`src/rtl/mgmt_phy_pkg.sv`:
```
package mgmt_phy_pkg;
  localparam int CMD_W   = 32;
  localparam int PADDR_W = 4;
  localparam int REGN_W  = 4;
  localparam int PREG_W  = 16;

  // field positions the decoder depends on
  localparam int PADDR_LSB = 12;
  localparam int REGN_LSB  = 4;
  localparam int DIR_BIT   = 1;
  localparam int BUSY_BIT  = 0;

  localparam logic [REGN_W-1:0] RN_CTL  = 4'd0;
  localparam logic [REGN_W-1:0] RN_STAT = 4'd1;
  localparam logic [REGN_W-1:0] RN_IDH  = 4'd2;
  localparam logic [REGN_W-1:0] RN_IDL  = 4'd3;
  localparam logic [REGN_W-1:0] RN_ADV  = 4'd4;
  localparam logic [REGN_W-1:0] RN_LPA  = 4'd5;

  localparam logic [PREG_W-1:0] CTL_RESET  = 16'h3100;
  localparam logic [PREG_W-1:0] CTL_KEEP   = 16'h7DFF;
  localparam int                CTL_SRST   = 15;
  localparam logic [PREG_W-1:0] STAT_FIXED = 16'hFE28;
  localparam int                STAT_LINK  = 2;
  localparam logic [PREG_W-1:0] ID_HIGH    = 16'h0044;
  localparam logic [PREG_W-1:0] ID_LOW     = 16'h1400;
  localparam logic [PREG_W-1:0] LPA_WORD   = 16'h0DE0;

  typedef struct packed {
    logic [PADDR_W-1:0] paddr;
    logic [REGN_W-1:0]  regn;
    logic               is_wr;
  } cmd_t;

  function automatic cmd_t cmd_fields(input logic [CMD_W-1:0] w);
    cmd_t c;
    c.paddr = w[PADDR_LSB +: PADDR_W];
    c.regn  = w[REGN_LSB +: REGN_W];
    c.is_wr = w[DIR_BIT];
    return c;
  endfunction

  function automatic logic [PREG_W-1:0] ctl_store(input logic [PREG_W-1:0] d);
    return d & CTL_KEEP;
  endfunction

  function automatic logic [PREG_W-1:0] status_word(input logic link);
    logic [PREG_W-1:0] s;
    s = STAT_FIXED;
    s[STAT_LINK] = link;
    return s;
  endfunction
endpackage

```
`src/rtl/mgmt_cmd_decode.sv`:
```
module mgmt_cmd_decode
  import mgmt_phy_pkg::*;
(
  input  logic               clk,
  input  logic               rst_n,
  input  logic               cmd_we,
  input  logic [CMD_W-1:0]   wdata,
  input  logic [PADDR_W-1:0] cfg_addr,
  output logic [CMD_W-1:0]   cmd_q,
  output logic               exec_go,
  output logic               exec_miss,
  output logic               exec_wr,
  output logic [REGN_W-1:0]  exec_reg
);
  logic pend_q;
  cmd_t fields;

  always_ff @(posedge clk) begin
    if (!rst_n) begin
      cmd_q  <= '0;
      pend_q <= 1'b0;
    end else begin
      pend_q <= cmd_we;
      if (cmd_we) begin
        cmd_q           <= wdata;
        cmd_q[BUSY_BIT] <= 1'b0;
      end
    end
  end

  always_comb begin
    fields    = cmd_fields(cmd_q);
    exec_go   = pend_q && (fields.paddr == cfg_addr);
    exec_miss = pend_q && (fields.paddr != cfg_addr);
    exec_wr   = fields.is_wr;
    exec_reg  = fields.regn;
  end

  AST_BUSY_CLEAR: assert property (@(posedge clk) disable iff (!rst_n)
    cmd_we |=> (cmd_q == ($past(wdata) & ~32'd1)));
endmodule

```
`src/rtl/mgmt_phy_file.sv`:
```
module mgmt_phy_file
  import mgmt_phy_pkg::*;
(
  input  logic              clk,
  input  logic              rst_n,
  input  logic              exec_go,
  input  logic              exec_wr,
  input  logic [REGN_W-1:0] exec_reg,
  input  logic [PREG_W-1:0] wr_val,
  input  logic              link_in,
  output logic [PREG_W-1:0] rd_val
);
  logic [PREG_W-1:0] ctl_q, adv_q;
  logic              link_q;
  logic              wr_ctl, wr_adv, soft_rst;

  always_comb begin
    wr_ctl   = exec_go && exec_wr && (exec_reg == RN_CTL);
    wr_adv   = exec_go && exec_wr && (exec_reg == RN_ADV);
    soft_rst = wr_ctl && wr_val[CTL_SRST];
  end

  always_ff @(posedge clk) begin
    if (!rst_n) begin
      ctl_q  <= CTL_RESET;
      adv_q  <= '0;
      link_q <= 1'b0;
    end else begin
      link_q <= link_in;
      if (soft_rst) begin
        ctl_q <= CTL_RESET;
        adv_q <= '0;
      end else if (wr_ctl) begin
        ctl_q <= ctl_store(wr_val);
      end else if (wr_adv) begin
        adv_q <= wr_val;
      end
    end
  end

  always_comb begin
    case (exec_reg)
      RN_CTL:  rd_val = ctl_q;
      RN_STAT: rd_val = status_word(link_q);
      RN_IDH:  rd_val = ID_HIGH;
      RN_IDL:  rd_val = ID_LOW;
      RN_ADV:  rd_val = adv_q;
      RN_LPA:  rd_val = LPA_WORD;
      default: rd_val = '0;
    endcase
  end

  AST_CTL_MASKED: assert property (@(posedge clk) disable iff (!rst_n)
    (wr_ctl && !wr_val[CTL_SRST]) |=> (ctl_q == ($past(wr_val) & 16'h7DFF)));
  AST_SOFT_RESET: assert property (@(posedge clk) disable iff (!rst_n)
    soft_rst |=> (ctl_q == 16'h3100 && adv_q == 16'h0000));
  AST_RO_IGNORED: assert property (@(posedge clk) disable iff (!rst_n)
    (exec_go && exec_wr && exec_reg != RN_CTL && exec_reg != RN_ADV)
      |=> ($stable(ctl_q) && $stable(adv_q)));
endmodule

```
`src/rtl/mgmt_phy_regs.sv`:
```
module mgmt_phy_regs
  import mgmt_phy_pkg::*;
(
  input  logic               clk,
  input  logic               rst_n,
  input  logic               host_we,
  input  logic               host_sel,
  input  logic [CMD_W-1:0]   host_wdata,
  input  logic [PADDR_W-1:0] cfg_phy_addr,
  input  logic               link_in,
  output logic [CMD_W-1:0]   cmd_rdata,
  output logic [CMD_W-1:0]   data_rdata
);
  logic              cmd_we, data_we;
  logic              exec_go, exec_miss, exec_wr, rd_done;
  logic [REGN_W-1:0] exec_reg;
  logic [PREG_W-1:0] rd_val;
  logic [CMD_W-1:0]  data_q;

  assign cmd_we  = host_we && !host_sel;
  assign data_we = host_we && host_sel;
  assign rd_done = exec_go && !exec_wr;

  mgmt_cmd_decode u_dec (
    .clk(clk), .rst_n(rst_n), .cmd_we(cmd_we), .wdata(host_wdata),
    .cfg_addr(cfg_phy_addr), .cmd_q(cmd_rdata), .exec_go(exec_go),
    .exec_miss(exec_miss), .exec_wr(exec_wr), .exec_reg(exec_reg)
  );

  mgmt_phy_file u_file (
    .clk(clk), .rst_n(rst_n), .exec_go(exec_go), .exec_wr(exec_wr),
    .exec_reg(exec_reg), .wr_val(data_q[PREG_W-1:0]), .link_in(link_in),
    .rd_val(rd_val)
  );

  always_ff @(posedge clk) begin
    if (!rst_n)       data_q <= '0;
    else if (data_we) data_q <= host_wdata;
    else if (rd_done) data_q <= {{(CMD_W-PREG_W){1'b0}}, rd_val};
  end

  assign data_rdata = data_q;

  AST_READ_LOAD: assert property (@(posedge clk) disable iff (!rst_n)
    (rd_done && !data_we) |=> (data_rdata == {16'h0, $past(rd_val)}));
  AST_MISS_HOLDS: assert property (@(posedge clk) disable iff (!rst_n)
    (exec_miss && !data_we) |=> $stable(data_rdata));
  AST_HOST_WINS: assert property (@(posedge clk) disable iff (!rst_n)
    data_we |=> (data_rdata == $past(host_wdata)));
endmodule

```
`config.mk`:
```
export PLATFORM = sky130hd
export DESIGN_NAME = mgmt_phy_regs
export DESIGN_NICKNAME = d
export VERILOG_FILES = /design/src/rtl/mgmt_phy_pkg.sv /design/src/rtl/mgmt_cmd_decode.sv /design/src/rtl/mgmt_phy_file.sv /design/src/rtl/mgmt_phy_regs.sv
export SDC_FILE = /design/constraint.sdc
export NUM_CORES = 1
export LEC_CHECK = 0
export BUFFER_PORTS_ARGS = -buffer_cell sky130_fd_sc_hd__buf_2
export CAP_MARGIN = 10
export CORE_AREA = 3 3 95 106
export CTS_CLUSTER_SIZE = 16
export DETAILED_ROUTE_END_ITERATION = 7
export DIE_AREA = 0 0 98 109
export PLACE_DENSITY = 0.79
export SYNTH_ARGS = -nofsm -noshare
export SYNTH_HDL_FRONTEND = slang
export SYNTH_HIERARCHICAL = 1
export SYNTH_SLANG_ARGS = --single-unit
```
`constraint.sdc`:
```
create_clock -name clk -period 1.8 [get_ports clk]
set_input_delay 0.18 -clock clk [delete_from_list [all_inputs] [get_ports clk]]
set_output_delay 0.18 -clock clk [all_outputs]
set_load 0.005 [all_outputs]
```
==> results of run 1 <==
-- area by class of cell --
class,instances,area (µm²)
Inverter,2,7.507
Multi-Input combinational cell,336,2208
Tap cell,114,142.6
Fill cell,719,3684
Sequential cell,95,1906
Timing Repair Buffer,138,845.8
Clock buffer,16,170.2
-- critical path: stages (launching register included) --
cell       delay (ns)
dfxtp_2          0.35
xor2_2           0.15
nor4_2           0.27
and2_4           0.22
and4bb_4         0.34
clkbuf_16        0.19
nand3_2          0.08
a21oi_2          0.15
-- report_power, final --
group	leakage [nW]	internal [mW]	switching, mW
Sequential	0.776	2.18	0.0805
Clock	0.0850	0.584	0.697
Combinational	1.29	0.246	0.296
Total	2.15	3.01	1.07
-- sequential cells by signal, summed over array words and instances, names as in the netlist --
name and flops:
data_rdata 32, u_file/adv_q 16, u_dec/cmd_q 31, u_file/link_q 1, u_file/ctl_q 14, u_dec/pend_q 1
-- metrics by stage --
step | utilization | instance area, µm² | power (mW) | worst slack (ns)
after floorplan | - | 4287 | 2.589 | 0.02149
after global routing | 0.5891 | 5280 | 4.246 | -0.1288
after global placement | 0.5482 | 4913 | 2.806 | 0.04450
after detailed placement | 0.5482 | 4913 | 2.821 | -0.03271
after CTS | 0.5697 | 5106 | 4.071 | 0.01082
final | 0.5891 | 5280 | 4.081 | 0.0007432
-- final timing paths --
check                      to  slack (ns)  depth (start not counted)
min reg2reg    data_rdata[26]        0.47                          2
max reg2reg  u_file/adv_q[15]      0.0007                          7
min             u_file/link_q        0.03                          2
max          u_file/adv_q[15]      0.0007                          7
-- what timing repair did --
action                                  in CTS  in global routing
setup buffers                                0                  1
gates resized for setup                      4                 45
endpoints found under the setup margin      25                 42
cloned                                       0                  3
pin swaps                                    0                 16
-- per-layer routing --
metal	vias up	GRT usage	routed length (µm)
met4	0	0.09594	266
met1	1941	0.2758	5199
li1	1887	-	-
met5	-	0	0
met2	216	0.3682	6120
met3	29	0.04607	943
==> flow_metrics.py, run 1 <==
metrics = {
    "timing": {
        "tightest_slew_ns": 0.5590,
        "finalCriticalPeriod_ns": 1.799,
        "setup_tns_ns": 0,
        "post-route-period-util": 0.9996,
        "rsz0062_at_grt": "yes",
        "finalMaxSlewViolations": 0,
        "fmax_ghz": 0.5558,
        "maxSlewHeadroom": 0.6273,
        "setup_violations": 0,
        "skew_ns": 0.01080,
        "hold_violations": 0,
        "whs_ns": 0.02953,
    },
    "min_path": {
        "hold_class": "in -> reg",
        "holdCritStartpoint": "link_in",
    },
    "routing": {
        "firstDrtPassIters": 5,
        "drc": 0,
        "drt-wirelength-per-cell_um": 17.87,
        "dr_total_vias": 4073,
        "avgViaCountPerCell": 5.810,
        "antenna_left": 0,
        "wl_mm": 12.53,
        "drt_iter0_drc": 474,
    },
    "grt": {
        "grt_antenna_before_repair": 0,
        "track_usage": 0.2203,
        "grt_pass1_wl_mm": 19.33,
        "grt_pass1_vias": 3999,
        "grt_start_max_net_pins": 34,
        "globalRoute.totalOverflow": 0,
    },
    "clock_network": {
        "root_buffer": "clkbuf_8",
        "clock_sinks": 95,
        "clk_latency_ns": 0.36,
        "cts_buffers": 9,
        "clk_pin_slew_ns": 0.09,
        "cts_tree": "built",
        "clk_path_buf_depth": 2,
        "cts_hold_buf": 0,
        "ctsHtreeMaxLevel": 3,
    },
    "cells_and_area": {
        "fin_nets": 623,
        "mostFrequentLayoutCells": "buf_2 (103), dfxtp_1 (92), nand2_1 (57)",
        "area_growth_pct": 23.18,
        "layout_commonest_cell": "buf_2",
        "n_antenna_cell": 0,
        "drive_above_1_share": 0.3186,
        "fin_cells": 701,
    },
    "die": {
        "ios": 105,
        "die_h_um": 109,
        "initial_utilization": 0.4782,
        "coreArea_um2": 8964,
        "fp.dieW_um": 98,
        "num_rows": 36,
        "dieArea_um2": 10680,
    },
    "flow_run": {
        "max-cap-violations": 0,
    },
    "power_and_ir_drop": {
        "leakage_nw": 2.149,
        "power.density_nw_per_um2": 772.9,
        "vdd_drop_max_uv": 492.1,
    },
    "place": {
        "place.gp.congestion": 0.8328,
        "io_buffer_count": 103,
        "placed_cells": 681,
        "dp_hpwl_mm": 8.432,
    },
    "run_status": {
        "status": "completed",
    },
    "setup_path": {
        "cp_max_fo": 8,
        "rr_startpoint": "u_dec/cmd_q[14]",
        "critPathKind": "reg -> reg",
        "crit_path_end_kind": "flip-flop",
        "arrival_ns": 2.09,
        "crit_path_start": "u_dec/cmd_q[14]",
        "required_ns": 2.09,
        "cp-start-kind": "flip-flop",
    },
    "synth": {
        "yosysWarningCount": 6,
        "syn-instance-count": 482,
        "syn_area_um2": 4287,
        "synth_nets": 523,
        "avgSynthCellArea_um2": 8.893,
    },
}
(Power assumes the default switching activity.)
==> run 2: changes to the inputs <==
--- a/config.mk
+++ b/config.mk
@@ -7,10 +7,10 @@
 export LEC_CHECK = 0
 export BUFFER_PORTS_ARGS = -buffer_cell sky130_fd_sc_hd__buf_2
 export CAP_MARGIN = 10
-export CORE_AREA = 3 3 95 106
+export CORE_AREA = 2 2 94 105
 export CTS_CLUSTER_SIZE = 16
 export DETAILED_ROUTE_END_ITERATION = 7
-export DIE_AREA = 0 0 98 109
+export DIE_AREA = 0 0 96 107
 export PLACE_DENSITY = 0.79
 export SYNTH_ARGS = -nofsm -noshare
 export SYNTH_HDL_FRONTEND = slang
==> flow_metrics.py, run 2 (same netlist as run 1, synthesis figures left out) <==
metrics = {
    "run_status": {
        "status": "finished, violations left",
        "violations": "negative setup slack",
    },
    "min_path": {
        "hold-path-endpoint": "u_file/link_q",
        "hold_class": "in -> reg",
        "holdCritStartpoint": "link_in",
        "min_path_cells": 2,
    },
    "die": {
        "dieArea_um2": 10270,
        "fp.dieW_um": 96,
        "die_h_um": 107,
        "initial_utilization": 0.4653,
        "coreArea_um2": 9213,
        "ios": 105,
        "num_rows": 37,
    },
    "setup_path": {
        "critPathTopFamily": "simple AND/OR/NAND/NOR gates",
        "r2r_cells": 7,
        "critPathMaxStageDelay_ns": 0.35,
        "path_buf_inv": 1,
        "critPathKind": "reg -> reg",
        "crit_path_end_kind": "flip-flop",
        "slowest_stage": "dfxtp_2",
        "required_ns": 2.05,
        "arrival_ns": 2.11,
        "ff2ff_setup_slack_ns": -0.06,
        "cp_max_fo": 20,
        "r2r_end": "u_file/adv_q[1]",
        "worstPathCellList": "xor2_2, nor4_2, and2_4, nand4bb_4, buf_6, o21ai_0, a21oi_2",
        "cp-start-kind": "flip-flop",
        "rr_startpoint": "u_dec/cmd_q[14]",
    },
    "power_and_ir_drop": {
        "pwr-share-comb": 0.128,
        "p_seq_frac": 0.545,
        "power.density_nw_per_um2": 783.6,
        "vdd_drop_max_uv": 653.4,
        "power.share.clock": 0.327,
        "switching_power_mw": 1.194,
        "switching_share": 0.2881,
        "leakage_nw": 2.139,
        "p_int_mw": 2.950,
        "power.total_mw": 4.143,
    },
    "place": {
        "placed_cells": 683,
        "dp_hpwl_mm": 8.018,
        "place.gp.congestion": 0.8869,
        "dpl_cell_area_um2": 4897,
        "io_buffer_count": 103,
    },
    "routing": {
        "avgViaCountPerCell": 5.815,
        "dr_total_vias": 4082,
        "drt-wirelength-per-cell_um": 17.29,
        "drc": 0,
        "antenna_left": 0,
        "firstDrtPassIters": 5,
        "drt_iter0_drc": 509,
        "wl_mm": 12.14,
    },
    "clock_network": {
        "post_cts_buffers": 0,
        "cts_buffers": 9,
        "clk_path_buf_depth": 2,
        "root_buffer": "clkbuf_8",
        "clk_pin_slew_ns": 0.10,
        "cts_tree": "built",
        "ctsHtreeMaxLevel": 3,
        "cts_hold_buf": 0,
        "clock_sinks": 95,
        "clk_latency_ns": 0.37,
    },
    "timing": {
        "maxSlewHeadroom": 0.6027,
        "setup_violations": 1,
        "hold_violations": 0,
        "setup_tns_ns": -0.05561,
        "fmax_ghz": 0.5389,
        "finalMaxSlewViolations": 0,
        "finalCriticalPeriod_ns": 1.856,
        "whs_ns": 0.008261,
        "rsz0062_at_grt": "yes",
        "postLayoutSetupSlackWorst_ns": -0.05561,
        "post-route-period-util": 1.031,
        "skew_ns": 0.01398,
        "tightest_slew_ns": 0.5951,
    },
    "cells_and_area": {
        "largest_reg_flops": 32,
        "area_growth_pct": 23.35,
        "postLayoutCellArea_um2": 5288,
        "mostFrequentLayoutCells": "buf_2 (103), dfxtp_1 (94), nand2_1 (57)",
        "fin_cells": 702,
        "drive_above_1_share": 0.3162,
        "layout_commonest_cell": "buf_2",
        "n_antenna_cell": 0,
        "fin_nets": 621,
    },
    "grt": {
        "grt_pass1_vias": 3897,
        "grt_start_max_net_pins": 38,
        "globalRoute.totalOverflow": 0,
        "grt_antenna_before_repair": 0,
        "grt_pass1_wl_mm": 18.41,
        "track_usage": 0.2250,
    },
    "flow_run": {
        "max-cap-violations": 0,
    },
}
[run 2: what timing repair did]
action | 4_1_cts | 5_1_grt
cloned | 0 | 3
gates resized for setup | 2 | 43
setup endpoints to repair | 17 | 46
pin swaps | 0 | 18
[run 2: power by group through the flow]
stage	registers (mW)	clock network, mW	logic, mW
after floorplan	2.28	0	0.308
after detailed placement	2.30	0	0.512
after CTS	2.25	1.37	0.514
after global routing	2.27	1.45	0.576
final	2.26	1.35	0.531
after global placement	2.29	0	0.502
[run 2: routing by layer]
| layer | GRT usage | up-vias | routed length (µm) |
|---|---|---|---|
| met5 | 0 | - | 0 |
| met4 | 0.06939 | 0 | 285 |
| met3 | 0.06676 | 46 | 1065 |
| met2 | 0.3700 | 222 | 6011 |
| met1 | 0.2808 | 1934 | 4773 |
| li1 | - | 1880 | - |
[run 2: area by class of cell]
cell class	instances	area (µm²)
Inverter	2	7.507
Clock buffer	9	123.9
Timing Repair Buffer	136	825.8
Tap cell	117	146.4
Sequential cell	95	1903
Clock inverter	7	61.31
Multi-Input combinational cell	336	2220
Fill cell	755	3925
[run 2: worst max-delay path by stage]
stage	start	endpoint	cells past startpoint
after detailed placement	u_dec/cmd_q[13]	u_file/adv_q[4]	7
final	u_dec/cmd_q[14]	u_file/adv_q[1]	7
after global placement	u_dec/cmd_q[13]	data_rdata[15]	8
after global routing	u_dec/cmd_q[14]	u_file/adv_q[1]	7
after CTS	u_dec/cmd_q[13]	u_file/ctl_q[8]	7
after floorplan	u_dec/cmd_q[13]	u_file/adv_q[10]	7
[run 2: metrics by stage]
stage / setup WS [ns] / util
3_5_place_dp: -0.02177 / 0.5316
2_1_floorplan: 0.02149 / -
5_1_grt: -0.08330 / 0.5740
6_report: -0.05561 / 0.5740
4_1_cts: -0.01116 / 0.5524
3_3_place_gp: 0.04836 / 0.5316
[run 2: worst reg2reg max path: stages (launching register included)]
cell and delay (ns):
dfxtp_2 0.35, xor2_2 0.15, nor4_2 0.26, and2_4 0.21
nand4bb_4 0.15, buf_6 0.21, o21ai_0 0.31, a21oi_2 0.12
